<file path="src/rtl/ivl_timer_pkg.sv">
// Package: shared constants for the interval timer.
// Holds the register map, the source-select codes and the prescaler tap
// exponents. It assumes a 3-bit bus address and a 3-bit source field.
package ivl_timer_pkg;

    localparam logic [2:0] ADDR_MODE  = 3'd0;
    localparam logic [2:0] ADDR_REF_L = 3'd1;
    localparam logic [2:0] ADDR_REF_H = 3'd2;
    localparam logic [2:0] ADDR_CNT_L = 3'd3;
    localparam logic [2:0] ADDR_CNT_H = 3'd4;
    localparam logic [2:0] ADDR_FLAG  = 3'd5;

    // Mode register bit positions
    localparam int MODE_OE    = 0;
    localparam int MODE_START = 2;
    localparam int MODE_RUN   = 3;
    localparam int MODE_SRC_L = 4;

    // Mode register bits that are actually stored
    localparam logic [7:0] MODE_KEEP = 8'h79;

    typedef enum logic [2:0] {
        SRC_EXT_RISE = 3'b000,
        SRC_EXT_FALL = 3'b001,
        SRC_NONE_A   = 3'b010,
        SRC_NONE_B   = 3'b011,
        SRC_DIV_1024 = 3'b100,
        SRC_DIV_256  = 3'b101,
        SRC_DIV_64   = 3'b110,
        SRC_DIV_8    = 3'b111
    } src_sel_e;

    // Prescaler taps, indexed by the low two bits of the source code
    localparam int NUM_RATES = 4;
    localparam int RATE_SHIFT [NUM_RATES] = '{10, 8, 6, 3};

endpackage

</file>
<file path="src/rtl/ivl_event_gen.sv">
// Module: ivl_event_gen
// Turns the selected source into single-cycle count events.
// Assumptions:
// - ext_in is asynchronous, so it passes through a two-flop synchronizer
//   followed by an edge detector.
// - The prescaler is free running. It restarts whenever the count is
//   restarted, which gives the clock-derived rates a fixed phase.
// - Every tap exponent is no larger than PRESC_W.
module ivl_event_gen
    import ivl_timer_pkg::*;
#(
    parameter int PRESC_W = 10
) (
    input  logic       clk,
    input  logic       rst_n,
    input  logic       restart,
    input  logic       ext_in,
    input  logic [2:0] src_sel,
    output logic       cnt_evt
);

    logic [2:0]           sync_q;
    logic                 ext_rise;
    logic                 ext_fall;
    logic [PRESC_W-1:0]   presc_q;
    logic [NUM_RATES-1:0] rate_tick;

    // Synchronize ext_in and keep one extra stage for edge detection
    always_ff @(posedge clk) begin
        if (!rst_n) sync_q <= '0;
        else        sync_q <= {sync_q[1:0], ext_in};
    end

    assign ext_rise =  sync_q[1] & ~sync_q[2];
    assign ext_fall = ~sync_q[1] &  sync_q[2];

    // Free-running prescaler, cleared on reset and on a counter restart
    always_ff @(posedge clk) begin
        if (!rst_n || restart) presc_q <= '0;
        else                   presc_q <= presc_q + 1'b1;
    end

    // One tap per rate: a pulse when the low bits of the prescaler are all ones
    for (genvar i = 0; i < NUM_RATES; i++) begin : g_tap
        localparam logic [PRESC_W-1:0] TAP_MASK =
            PRESC_W'((32'd1 << RATE_SHIFT[i]) - 32'd1);
        assign rate_tick[i] = ((presc_q & TAP_MASK) == TAP_MASK);
    end

    // Pick the event source named by the mode field
    always_comb begin
        case (src_sel)
            SRC_EXT_RISE: cnt_evt = ext_rise;
            SRC_EXT_FALL: cnt_evt = ext_fall;
            SRC_DIV_1024,
            SRC_DIV_256,
            SRC_DIV_64,
            SRC_DIV_8:    cnt_evt = rate_tick[src_sel[1:0]];
            default:      cnt_evt = 1'b0;
        endcase
    end

    // an edge of the external input yields a pulse lasting one cycle
    a_r4_rise_single: assert property (@(posedge clk) disable iff (!rst_n)
        ext_rise |=> !ext_rise);
    a_r4_fall_single: assert property (@(posedge clk) disable iff (!rst_n)
        ext_fall |=> !ext_fall);

endmodule

</file>
<file path="src/rtl/ivl_count_core.sv">
// Module: ivl_count_core
// Counts qualified events, compares each new value with the reference,
// wraps the count after a match, and holds the sticky flag and the
// toggle state.
// Assumptions:
// - start has priority over a step in the same cycle.
// - A match has priority over a flag clear in the same cycle.
module ivl_count_core #(
    parameter int CNT_W = 16
) (
    input  logic             clk,
    input  logic             rst_n,
    input  logic             run,
    input  logic             start,
    input  logic             evt,
    input  logic             flag_clr,
    input  logic [CNT_W-1:0] ref_val,
    output logic [CNT_W-1:0] count,
    output logic             irq_flag,
    output logic             tgl
);

    logic             step;
    logic             at_ref;
    logic [CNT_W-1:0] nxt_count;
    logic             match;

    assign step      = run & evt;
    assign at_ref    = (count == ref_val);
    assign nxt_count = at_ref ? '0 : count + 1'b1;
    assign match     = step & ~start & (nxt_count == ref_val);

    // Count register: restart clears it, a step advances or wraps it
    always_ff @(posedge clk) begin
        if (!rst_n || start) count <= '0;
        else if (step)       count <= nxt_count;
    end

    // Sticky interrupt flag: a match sets it, software clears it
    always_ff @(posedge clk) begin
        if (!rst_n)        irq_flag <= 1'b0;
        else if (match)    irq_flag <= 1'b1;
        else if (flag_clr) irq_flag <= 1'b0;
    end

    // Toggle state flips on every match
    always_ff @(posedge clk) begin
        if (!rst_n)     tgl <= 1'b0;
        else if (match) tgl <= ~tgl;
    end

    // a restart leaves the count at zero
    a_r3_start_clears: assert property (@(posedge clk) disable iff (!rst_n)
        start |=> (count == '0));
    // a step taken while at the reference returns the count to zero
    a_r8_wrap: assert property (@(posedge clk) disable iff (!rst_n)
        (step && at_ref && !start) |=> (count == '0));
    // with no qualified step the count holds
    a_r6_hold: assert property (@(posedge clk) disable iff (!rst_n)
        (!step && !start) |=> $stable(count));
    // after a match the flag is set
    a_r7_flag_on_match: assert property (@(posedge clk) disable iff (!rst_n)
        match |=> irq_flag);
    // the flag stays set until a clear arrives
    a_r9_sticky: assert property (@(posedge clk) disable iff (!rst_n)
        (irq_flag && !flag_clr) |=> irq_flag);
    // every match flips the toggle state
    a_r10_toggle: assert property (@(posedge clk) disable iff (!rst_n)
        match |=> (tgl != $past(tgl)));

endmodule

</file>
<file path="src/rtl/ivl_timer.sv">
// Module: ivl_timer (top)
// Interval timer with an 8-bit register bus.
// Contents: the mode, reference and count-shadow registers, plus the
// write decode and the read mux. Event generation and counting live in
// the two submodules.
// Assumptions:
// - CNT_W is 16, so the count splits into exactly two bytes.
// - Writes last one cycle on bus_wr.
// - bus_rdata is combinational from bus_addr.
module ivl_timer
    import ivl_timer_pkg::*;
#(
    parameter int CNT_W   = 16,
    parameter int PRESC_W = 10
) (
    input  logic       clk,
    input  logic       rst_n,
    input  logic       ext_in,
    input  logic [2:0] bus_addr,
    input  logic       bus_wr,
    input  logic [7:0] bus_wdata,
    input  logic       bus_rd,
    output logic [7:0] bus_rdata,
    output logic       irq,
    output logic       tmr_out
);

    localparam int BYTE_W = 8;

    logic [7:0]        mode_q;
    logic [CNT_W-1:0]  ref_q;
    logic [BYTE_W-1:0] cnt_hi_shadow;
    logic              start;
    logic              flag_clr;
    logic              cnt_evt;
    logic [CNT_W-1:0]  count;
    logic              irq_flag;
    logic              tgl;
    logic              lo_read;

    assign start    = bus_wr && (bus_addr == ADDR_MODE) &&
                      bus_wdata[MODE_RUN] && bus_wdata[MODE_START];
    assign flag_clr = bus_wr && (bus_addr == ADDR_FLAG) && bus_wdata[0];
    assign lo_read  = bus_rd && (bus_addr == ADDR_CNT_L);

    // Mode register: keeps the source, enable and output-enable bits
    always_ff @(posedge clk) begin
        if (!rst_n)                                 mode_q <= '0;
        else if (bus_wr && bus_addr == ADDR_MODE)   mode_q <= bus_wdata & MODE_KEEP;
    end

    // Reference register, written one byte at a time
    always_ff @(posedge clk) begin
        if (!rst_n) begin
            ref_q <= '0;
        end else if (bus_wr && bus_addr == ADDR_REF_L) begin
            ref_q[BYTE_W-1:0] <= bus_wdata;
        end else if (bus_wr && bus_addr == ADDR_REF_H) begin
            ref_q[CNT_W-1:BYTE_W] <= bus_wdata;
        end
    end

    // High-byte shadow, loaded whenever the low byte is read
    always_ff @(posedge clk) begin
        if (!rst_n)       cnt_hi_shadow <= '0;
        else if (lo_read) cnt_hi_shadow <= count[CNT_W-1:BYTE_W];
    end

    // Read mux over the register map
    always_comb begin
        case (bus_addr)
            ADDR_MODE:  bus_rdata = mode_q;
            ADDR_REF_L: bus_rdata = ref_q[BYTE_W-1:0];
            ADDR_REF_H: bus_rdata = ref_q[CNT_W-1:BYTE_W];
            ADDR_CNT_L: bus_rdata = count[BYTE_W-1:0];
            ADDR_CNT_H: bus_rdata = cnt_hi_shadow;
            ADDR_FLAG:  bus_rdata = {7'd0, irq_flag};
            default:    bus_rdata = '0;
        endcase
    end

    ivl_event_gen #(
        .PRESC_W (PRESC_W)
    ) u_event_gen (
        .clk     (clk),
        .rst_n   (rst_n),
        .restart (start),
        .ext_in  (ext_in),
        .src_sel (mode_q[MODE_SRC_L+2:MODE_SRC_L]),
        .cnt_evt (cnt_evt)
    );

    ivl_count_core #(
        .CNT_W (CNT_W)
    ) u_count_core (
        .clk      (clk),
        .rst_n    (rst_n),
        .run      (mode_q[MODE_RUN]),
        .start    (start),
        .evt      (cnt_evt),
        .flag_clr (flag_clr),
        .ref_val  (ref_q),
        .count    (count),
        .irq_flag (irq_flag),
        .tgl      (tgl)
    );

    assign irq     = irq_flag;
    assign tmr_out = mode_q[MODE_OE] & tgl;

    // the shadow changes only on a low-byte read
    a_r11_shadow_hold: assert property (@(posedge clk) disable iff (!rst_n)
        !lo_read |=> $stable(cnt_hi_shadow));
    // the start bit never lands in the stored mode
    a_r3_start_not_stored: assert property (@(posedge clk) disable iff (!rst_n)
        start |=> !mode_q[MODE_START]);

endmodule

</file>
<file path="config.mk">
export PLATFORM = sky130hd
export DESIGN_NAME = ivl_timer
export DESIGN_NICKNAME = d
export VERILOG_FILES = /design/src/rtl/ivl_timer_pkg.sv /design/src/rtl/ivl_event_gen.sv /design/src/rtl/ivl_count_core.sv /design/src/rtl/ivl_timer.sv
export SDC_FILE = /design/constraint.sdc
export NUM_CORES = 1
export LEC_CHECK = 0
export ABC_AREA = 1
export BUFFER_PORTS_ARGS = -buffer_cell sky130_fd_sc_hd__buf_2
export CORE_AREA = 2 2 76 78
export CTS_BUF_LIST = sky130_fd_sc_hd__clkbuf_4 sky130_fd_sc_hd__clkbuf_8
export CTS_CLUSTER_SIZE = 10
export DETAILED_ROUTE_END_ITERATION = 10
export DIE_AREA = 0 0 78 80
export GPL_TIMING_DRIVEN = 0
export PLACE_DENSITY = 0.93
export REMOVE_ABC_BUFFERS = 1
export SYNTH_ARGS = -nofsm -noshare
export SYNTH_HDL_FRONTEND = slang
export SYNTH_SLANG_ARGS = --single-unit
</file>
<file path="constraint.sdc">
create_clock -name clk -period 4.3 [get_ports clk]
set_clock_uncertainty 0.2 [all_clocks]
set_input_delay 1.075 -clock clk [delete_from_list [all_inputs] [get_ports clk]]
set_output_delay 1.075 -clock clk [all_outputs]
set_load 0.005 [all_outputs]
</file>
== Yosys cells after proc, flatten, opt, wreduce, memory -nomap -nowiden ==
Index checks and enable logic that the tools add are counted.
Storage, ports and cells
  bits in registers: 60
  input bits: 16
  output and inout bits: 10
  word-level logic and storage cells: 61
Operators by class
  bitwise gates (word level): 11
  reduce and logical (&&, ||, !) cells: 15
  magnitude comparators: 1
  $add $sub $neg: 2
  eq/ne operators: 16
  mux-type cells: 7
Operator list (number)
  case mux 8 bit (6 select lines): 1
  == test 16 bit: 2
  == test 3 bit, second input constant: 7
  adder 16 x 1 -> 16 bit, second input constant: 1
  two-way mux 16 bit: 1
  adder 10 x 1 -> 10 bit, second input constant: 1
  == test 10 bit, second input constant: 1
  == test 8 bit, second input constant: 1
  logical AND 1 bit: 8
  AND 1 bit: 6
  == test 3 x 1 -> 1 bit, second input constant: 2
  == test 3 x 2 -> 1 bit, second input constant: 2
  == test 6 bit, second input constant: 1
  zero test 3 bit: 2
  NOT 1 bit: 5
  OR reduction 4 bit: 1
  less-than comparator 2 x 3 -> 1 bit, second input constant: 1
  two-way mux 1 bit: 3
  case mux 1 bit (3 select lines): 1
  binary-select mux 1 bit (select 2 bit): 1
  AND reduction 2 bit: 1
  nonzero test 2 bit: 1
  zero test 1 bit: 1
  logical OR 1 bit: 1

== Longest topological paths before layout ==
Gate-level depths: netlist of run 1.
  depth in word-level cells: 8
  depth in mapped cells: 19
  depth with buffers taken out: 18

== By module ==
From an unflattened synthesis of run 1, not the netlist that was laid out.
Second synthesis, totals
  cell total of the unflattened synthesis: 665
  area total of the unflattened synthesis: 3942.5 um^2
By module, submodules not included
  ivl_count_core: cells each 309, times used 1, area each 1657.8 um^2, sequential area each 360.3 um^2
  ivl_timer: cells each 265, times used 1, area each 1649.1 um^2, sequential area each 580.6 um^2
  ivl_event_gen: cells each 91, times used 1, area each 635.6 um^2, sequential area each 260.2 um^2

== Worst setup path after synthesis of run 1 ==
No wires, ideal clock.
  kind: input-to-output
  start: input bus_addr[1]
  end: output bus_rdata[1]
  path buffers: 0
  stages: 6
  required time: 3025 ps
  setup slack: 1256 ps
  arrival time: 1769 ps
  cell sequence: inv_1 > nor2_1 > nand2_1 > clkinv_1 > a22oi_1 > o221ai_1
Between the ends
  cells in the longest elaborated chain, start to end: 2
  elaborated cells on any way between the ends: 7
  those cells by class: eq/ne: 5; mux: 1; reduce/logical: 1
RTL lines
  start, declared: line ivl_timer.sv:19  | input logic [2:0] bus_addr,
  == test 3 bit (tied with other cells): line ivl_timer.sv:71  | case (bus_addr)
  case mux 8 bit (6 select lines) (*): line ivl_timer.sv:71
  end, declared: line ivl_timer.sv:23  | output logic [7:0] bus_rdata,
Mark *: on every way between the ends. The rest lies on a longest branch, timed or not.

== Worst setup path in the final report of run 1 ==
  start: input bus_addr[1]
  end: output bus_rdata[0]
Same word-level chain as after synthesis.

==> results of run 1 <==
==> cells in the final DEF (no fill, tap or decap), types with 3 or more instances in the layout <==
master and n:
xor2_1 13, dfxtp_1 60, clkinvlp_4 3, clkinv_1 5, nor2_2 6, o221ai_1 7
o21ai_0 43, clkbuf_8 10, nand4_1 5, inv_2 9, a21oi_1 53, nand2_2 3
nand2_1 144, buf_2 25, inv_1 60, o22ai_1 3, nand3_1 33, nor2_1 45
ha_1 3
==> worst register-to-register path, delay by kind of cell (launching register included) <==
family / cells / cell delay [ns]
and+or+nand+nor: 4 / 0.58
buffers and inverters: 1 / 0.67
AOI/OAI and AO/OA: 3 / 0.58
adders and majority gates: 1 / 0.20
DFF: 1 / 0.36
==> how the worst min path moves through the flow <==
stage / to / cells past startpoint / slack [ns] / startpoint
after floorplan: u_event_gen.sync_q[1] / 2 / 0.19 / u_event_gen.sync_q[0]
after global placement: u_event_gen.sync_q[1] / 2 / 0.21 / u_event_gen.sync_q[0]
after detailed placement: u_event_gen.sync_q[1] / 2 / 0.21 / u_event_gen.sync_q[0]
after CTS: u_event_gen.sync_q[1] / 2 / 0.23 / u_event_gen.sync_q[0]
after global routing: u_event_gen.sync_q[1] / 2 / 0.25 / u_event_gen.sync_q[0]
final: u_event_gen.sync_q[1] / 2 / 0.22 / u_event_gen.sync_q[0]
==> state kept, by name, indices dropped and copies added, names as in the netlist <==
register,flops
u_count_core.tgl,1
ref_q,16
u_count_core.count,16
mode_q,5
u_count_core.irq_flag,1
u_event_gen.presc_q,10
u_event_gen.sync_q,3
cnt_hi_shadow,8
==> metal layers <==
layer  track usage  vias up  part of all wire
met4         0.144        0             0.037
met3        0.0928       48              0.11
met5             0        -                 0
li1              -     1740                 -
met1         0.401     1645              0.40
met2         0.485      231              0.45
==> power breakdown <==
group,internal (mW),switching [mW]
Clock,0.340,0.237
Sequential,0.568,0.0106
Combinational,0.0340,0.0927
==> stage by stage <==
stage               hold slack (ns)  worst slack [ns]  power (mW)  area (um^2)
global route                  0.250             0.412        1.32         3720
finish                        0.223             0.589        1.28         3720
floorplan                     0.190              1.26       0.668         3280
global placement              0.207             0.352       0.708         3500
CTS                           0.227             0.620        1.28         3720
detailed placement            0.208             0.264       0.712         3500
==> layout make-up <==
cell class,count,share of cell area
Multi-Input combinational cell,375,0.485
Sequential cell,60,0.322
Inverter,74,0.0746
Clock buffer,10,0.0369
Timing Repair Buffer,25,0.0336
Tap cell,72,0.0242
Clock inverter,6,0.0235
==> logic make-up (layout without fill, tap and decap cells) <==
family / count (synthesis) / count (layout) / synth area share
and+or+nand+nor: 243 / 243 / 0.302
AOI/OAI and AO/OA: 115 / 115 / 0.186
buffers and inverters: 89 / 115 / 0.108
DFF: 60 / 60 / 0.356
xor gates and xnor gates: 14 / 14 / 0.0364
adders and majority gates: 3 / 3 / 0.0111
==> reports/results.ini, run 1 <==
[sta]
max_freq_mhz=269
slew_violations=0
period_share=0.863
relSlewSlack=0.184
tightest_slew_ns=1.22
finalSetupViolations=0
fin_setup_tns_ns=0
period_needed_ns=3.71
hold_viol_final=0
rsz0062_at_grt=false

[power]
power.density_nw_per_um2=344
power.leakage_nw=1.63
peakVddDrop_v=0.000310

[logic_synthesis]
ys_seq_area_frac=0.356
yosysMostFrequentCell=nand2_1
synth_area_leaders=dfxtp_1 36%, nand2_1 16%, a21oi_1 7.9%
syn_avg_cell_area_um2=6.43
ys_ff_latch=60
yosys-top-cells-count=144 x nand2_1, 60 x dfxtp_1, 60 x inv_1
synth_edf_count=0
synth_cells=524
synth.top_cell.area_share=0.356
synth-main-ff-cell=dfxtp_1
async_flop_share=0
mappedNetlistArea_um2=3370
ys_types=31
yosysTopAreaCell=dfxtp_1
synth_warnings=0

[worst_setup_path]
crit_chain=buf_2, nor2_1, nand2_1, inv_1, a221oi_1, o221ai_1, buf_2
r2r_slack_ns=1.64
crit_slowest_cell=a221oi_1
end_kind=output pin
critPathMostFrequentCell=buf_2
cp.required_ns=3.02
cp-endpoint=bus_rdata[0]
arrival_ns=2.44
r2r-start=u_event_gen.presc_q[0]
r2r-end=u_count_core.count[11]
cp_num_buf_inv=3
crit_family=compound AO/OA/AOI/OAI gates
r2r_cells=9
worst-path-stages=7
max_stage_delay_ns=0.43
worstPathMaxFanout=5
crit_type=input pin to output pin
startpoint_type=input pin
setup.worst_path.start=bus_addr[1]

[layout]
fin_util=0.689
multi_input_area_um2=1810
nets=564
nFillCells=470
n_antenna_cell=0
seqCellArea_um2=1200
area_growth_pct=10.5
finalNonFillerCells=622
drive_above_1_share=0.115

[detailed_routing]
vias=3664
drtPass1Iterations=6
drt_iter0_drc=455
ant_nets=0
post-route-drc-count=0
routed_wl_um=9250
wire_per_inst_um=14.9
viasPerCell=5.89

[floorplan]
die_x_um=78
core-area_um2=5410
die_h_um=80
ios=26
row_count=27
initial_utilization=0.624
floorplan.die_area_um2=6240

[place]
gp_congestion=0.967
dpl.cell_count=606
hpwl_um=6500
port_buffers=25

[cts]
root_buffer=clkbuf_8
cts_tree=yes
clk_latency_ns=0.36
cts_max_level=3
path_clk_slew_ns=0.07
cts_resized=0
holdBufCountCts=0
clk_path_buf_depth=2
post-cts-setup-buffers=0
clock_sinks=60
numCtsBuffers=9

[global_routing]
grt_pass1_wl_um=15100
grt_usage=0.313
antenna_found_initial=0
grt_pass1_vias=3260
grt_max_degree=33
grt_remaining_overflow=0

[flow_run]
maxCapViolCount=0

[hold_path]
worstHoldPathType=flip-flop to flip-flop

[run_status]
status=completed

No activity file was read; power rests on OpenSTA's default activity.
==> run 2: changes to the inputs <==
- CORE_AREA: 2 2 76 78 -> 2 2 81 83
- DIE_AREA: 0 0 78 80 -> 0 0 83 85
- MAX_ROUTING_LAYER: default -> met4
- PLACE_DENSITY: 0.93 -> 0.95
- SYNTH_HIERARCHICAL: default -> 1
==> reports/results.ini, run 2 <==
[run_status]
status=completed

[worst_setup_path]
max_stage_delay_ns=0.70  ; +0.27 ns
crit_family=simple AND/OR/NAND/NOR gates
crit_slowest_cell=nor2_1
startpoint_type=input pin
end_kind=output pin
arrival_ns=2.70  ; +0.26 ns
cp_num_buf_inv=4  ; +1
crit_chain=buf_2, inv_2, nor2_1, nand3_1, nand2_1, inv_1, nand2_1, buf_2
crit_type=input pin to output pin
worstPathMaxFanout=17  ; +12
cp.required_ns=3.02  ; about the same

[logic_synthesis]
syn_avg_cell_area_um2=5.93  ; -7.8%
synth-main-ff-cell=dfxtp_1
yosys-top-cells-count=200 x nand2_1, 109 x nor2_1, 88 x inv_1
yosysMostFrequentCell=nand2_1
synth.top_cell.area_share=0.305  ; -0.0517
ys_ff_latch=60  ; unchanged
synth_cells=665  ; +27%
ys_types=28  ; -9.7%
ys_seq_area_frac=0.305  ; -0.0517
async_flop_share=0  ; unchanged
yosysTopAreaCell=dfxtp_1
mappedNetlistArea_um2=3940  ; +17%
synth_warnings=6  ; +6
synth_edf_count=0  ; unchanged
synth_area_leaders=dfxtp_1 30%, nand2_1 19%, nor2_1 10%

[detailed_routing]
vias=4312  ; +18%
routed_wl_um=10600  ; +15%
drtPass1Iterations=8  ; +2
ant_nets=0  ; unchanged
post-route-drc-count=0  ; unchanged
wire_per_inst_um=14.0  ; -5.9%
drt_iter0_drc=522  ; +15%
viasPerCell=5.67  ; -3.8%

[global_routing]
grt_pass1_vias=3794  ; +16%
antenna_found_initial=0  ; unchanged
grt_usage=0.317  ; +0.00377
grt_pass1_wl_um=17500  ; +16%
grt_max_degree=34  ; +3.0%
grt_remaining_overflow=0  ; unchanged

[cts]
holdBufCountCts=0  ; unchanged
post-cts-setup-buffers=0  ; unchanged
root_buffer=clkbuf_8
path_clk_slew_ns=0.07  ; about the same
clock_sinks=60  ; unchanged
numCtsBuffers=9  ; unchanged
cts_max_level=3  ; unchanged
cts_resized=0  ; unchanged
clk_path_buf_depth=2  ; unchanged
clk_latency_ns=0.36  ; about the same
cts_tree=yes

[layout]
n_antenna_cell=0  ; unchanged
finalNonFillerCells=761  ; +22%
layout_commonest_cell=nand2_1
nets=698  ; +24%
fin_area_um2=4230  ; +14%
nFillCells=518  ; +10%
mostFrequentLayoutCells=200 x nand2_1, 109 x nor2_1, 88 x inv_1
fin_util=0.682  ; -0.00672
area_growth_pct=7.39
largest_registers=ref_q: 16 flops, u_count_core/count: 16 flops, u_event_gen/presc_q: 10 flops
seqCellArea_um2=1200  ; unchanged
multi_input_area_um2=2230  ; +24%
drive_above_1_share=0.102  ; -0.0122

[sta]
worst_slack_ns=0.324  ; -0.265 ns
whs_ns=0.245  ; +0.0219 ns
finalSetupViolations=0  ; unchanged
fin_setup_tns_ns=0  ; unchanged
period_needed_ns=3.98  ; +0.265 ns
hold_viol_final=0  ; unchanged
period_share=0.925  ; +0.0615
rsz0062_at_grt=false
slew_violations=0  ; unchanged
tightest_slew_ns=1.21  ; -0.0131 ns
max_freq_mhz=252  ; -6.7%
relSlewSlack=0.193  ; +0.00874

[place]
dpl.cell_count=745  ; +23%
placed_cell_area_um2=4010  ; +15%
port_buffers=25  ; unchanged
hpwl_um=7260  ; +12%
post-place-ws_ns=0.483  ; +0.219 ns
gp_congestion=0.960  ; -0.71%

[floorplan]
core-area_um2=6200  ; +15%
ios=26  ; unchanged
initial_utilization=0.635  ; +0.0118
die_x_um=83  ; +6.4%
row_count=29  ; +7.4%
floorplan.die_area_um2=7060  ; +13%
die_h_um=85  ; +6.3%

[power]
peakVddDrop_v=0.000343  ; +10%
power.density_nw_per_um2=311  ; -9.7%
power.total_mw=1.32  ; +2.7%
power.leakage_nw=2.04  ; +25%

[flow_run]
maxCapViolCount=0  ; unchanged

[hold_path]
worstHoldPathType=flip-flop to flip-flop

run 2: cell count changes after synthesis, moves of 5 or more:
| cell | previous run | this run |
|---|---|---|
| nand4_1 | 5 | 33 |
| a21oi_1 | 53 | 29 |
| o221ai_1 | 7 | 0 |
| nand2_1 | 144 | 200 |
| inv_1 | 60 | 88 |
| buf_2 | 0 | 5 |
| nand3_1 | 33 | 56 |
| o21ai_0 | 43 | 20 |
| clkinv_1 | 5 | 0 |
| nor2_1 | 45 | 109 |
run 2: power breakdown:
group          total [mW]  internal (mW)  switching, mW
Combinational       0.157         0.0444          0.113
Clock               0.574          0.332          0.242
Sequential          0.585          0.569         0.0167
run 2: worst paths after layout:
path,depth (start not counted),startpoint,end,slack (ns)
min,2,u_event_gen/sync_q[1],u_event_gen/sync_q[2],0.25
min reg2reg,2,u_event_gen/sync_q[1],u_event_gen/sync_q[2],0.25
max,8,bus_addr[0],bus_rdata[6],0.32
max reg2reg,15,u_event_gen/presc_q[0],u_count_core/tgl,1.30
run 2: cells by family (layout without fill, tap and decap cells):
family / count (synthesis) / count (layout) / synth area share
buffers and inverters: 117 / 136 / 0.129
DFF: 60 / 60 / 0.305
xor gates and xnor gates: 11 / 11 / 0.0244
and+or+nand+nor: 424 / 424 / 0.469
adders and majority gates: 3 / 3 / 0.00952
AOI/OAI and AO/OA: 50 / 50 / 0.0641
run 2: layer usage:
| layer | wire length [um] | share of wire | global-route usage |
|---|---|---|---|
| met5 | 0 | 0 | - |
| met4 | 417 | 0.039 | 0.146 |
| met3 | 898 | 0.084 | 0.0671 |
| met2 | 4980 | 0.47 | 0.510 |
| met1 | 4350 | 0.41 | 0.382 |
run 2: worst reg2reg max path, delay by kind of cell (launching register included):
family | cells | cell delay, ns
flops | 1 | 0.44
fa+ha+maj | 1 | 0.24
buf+inv | 2 | 0.70
simple gates | 12 | 1.37
run 2: area by class of cell:
cell class,instances,area share
timing repair buffer,25,0.0296
clock buffer,10,0.0310
clock inverter,6,0.0210
multi-input combinational,488,0.528
tap,77,0.0228
inverter,95,0.0842
sequential,60,0.284
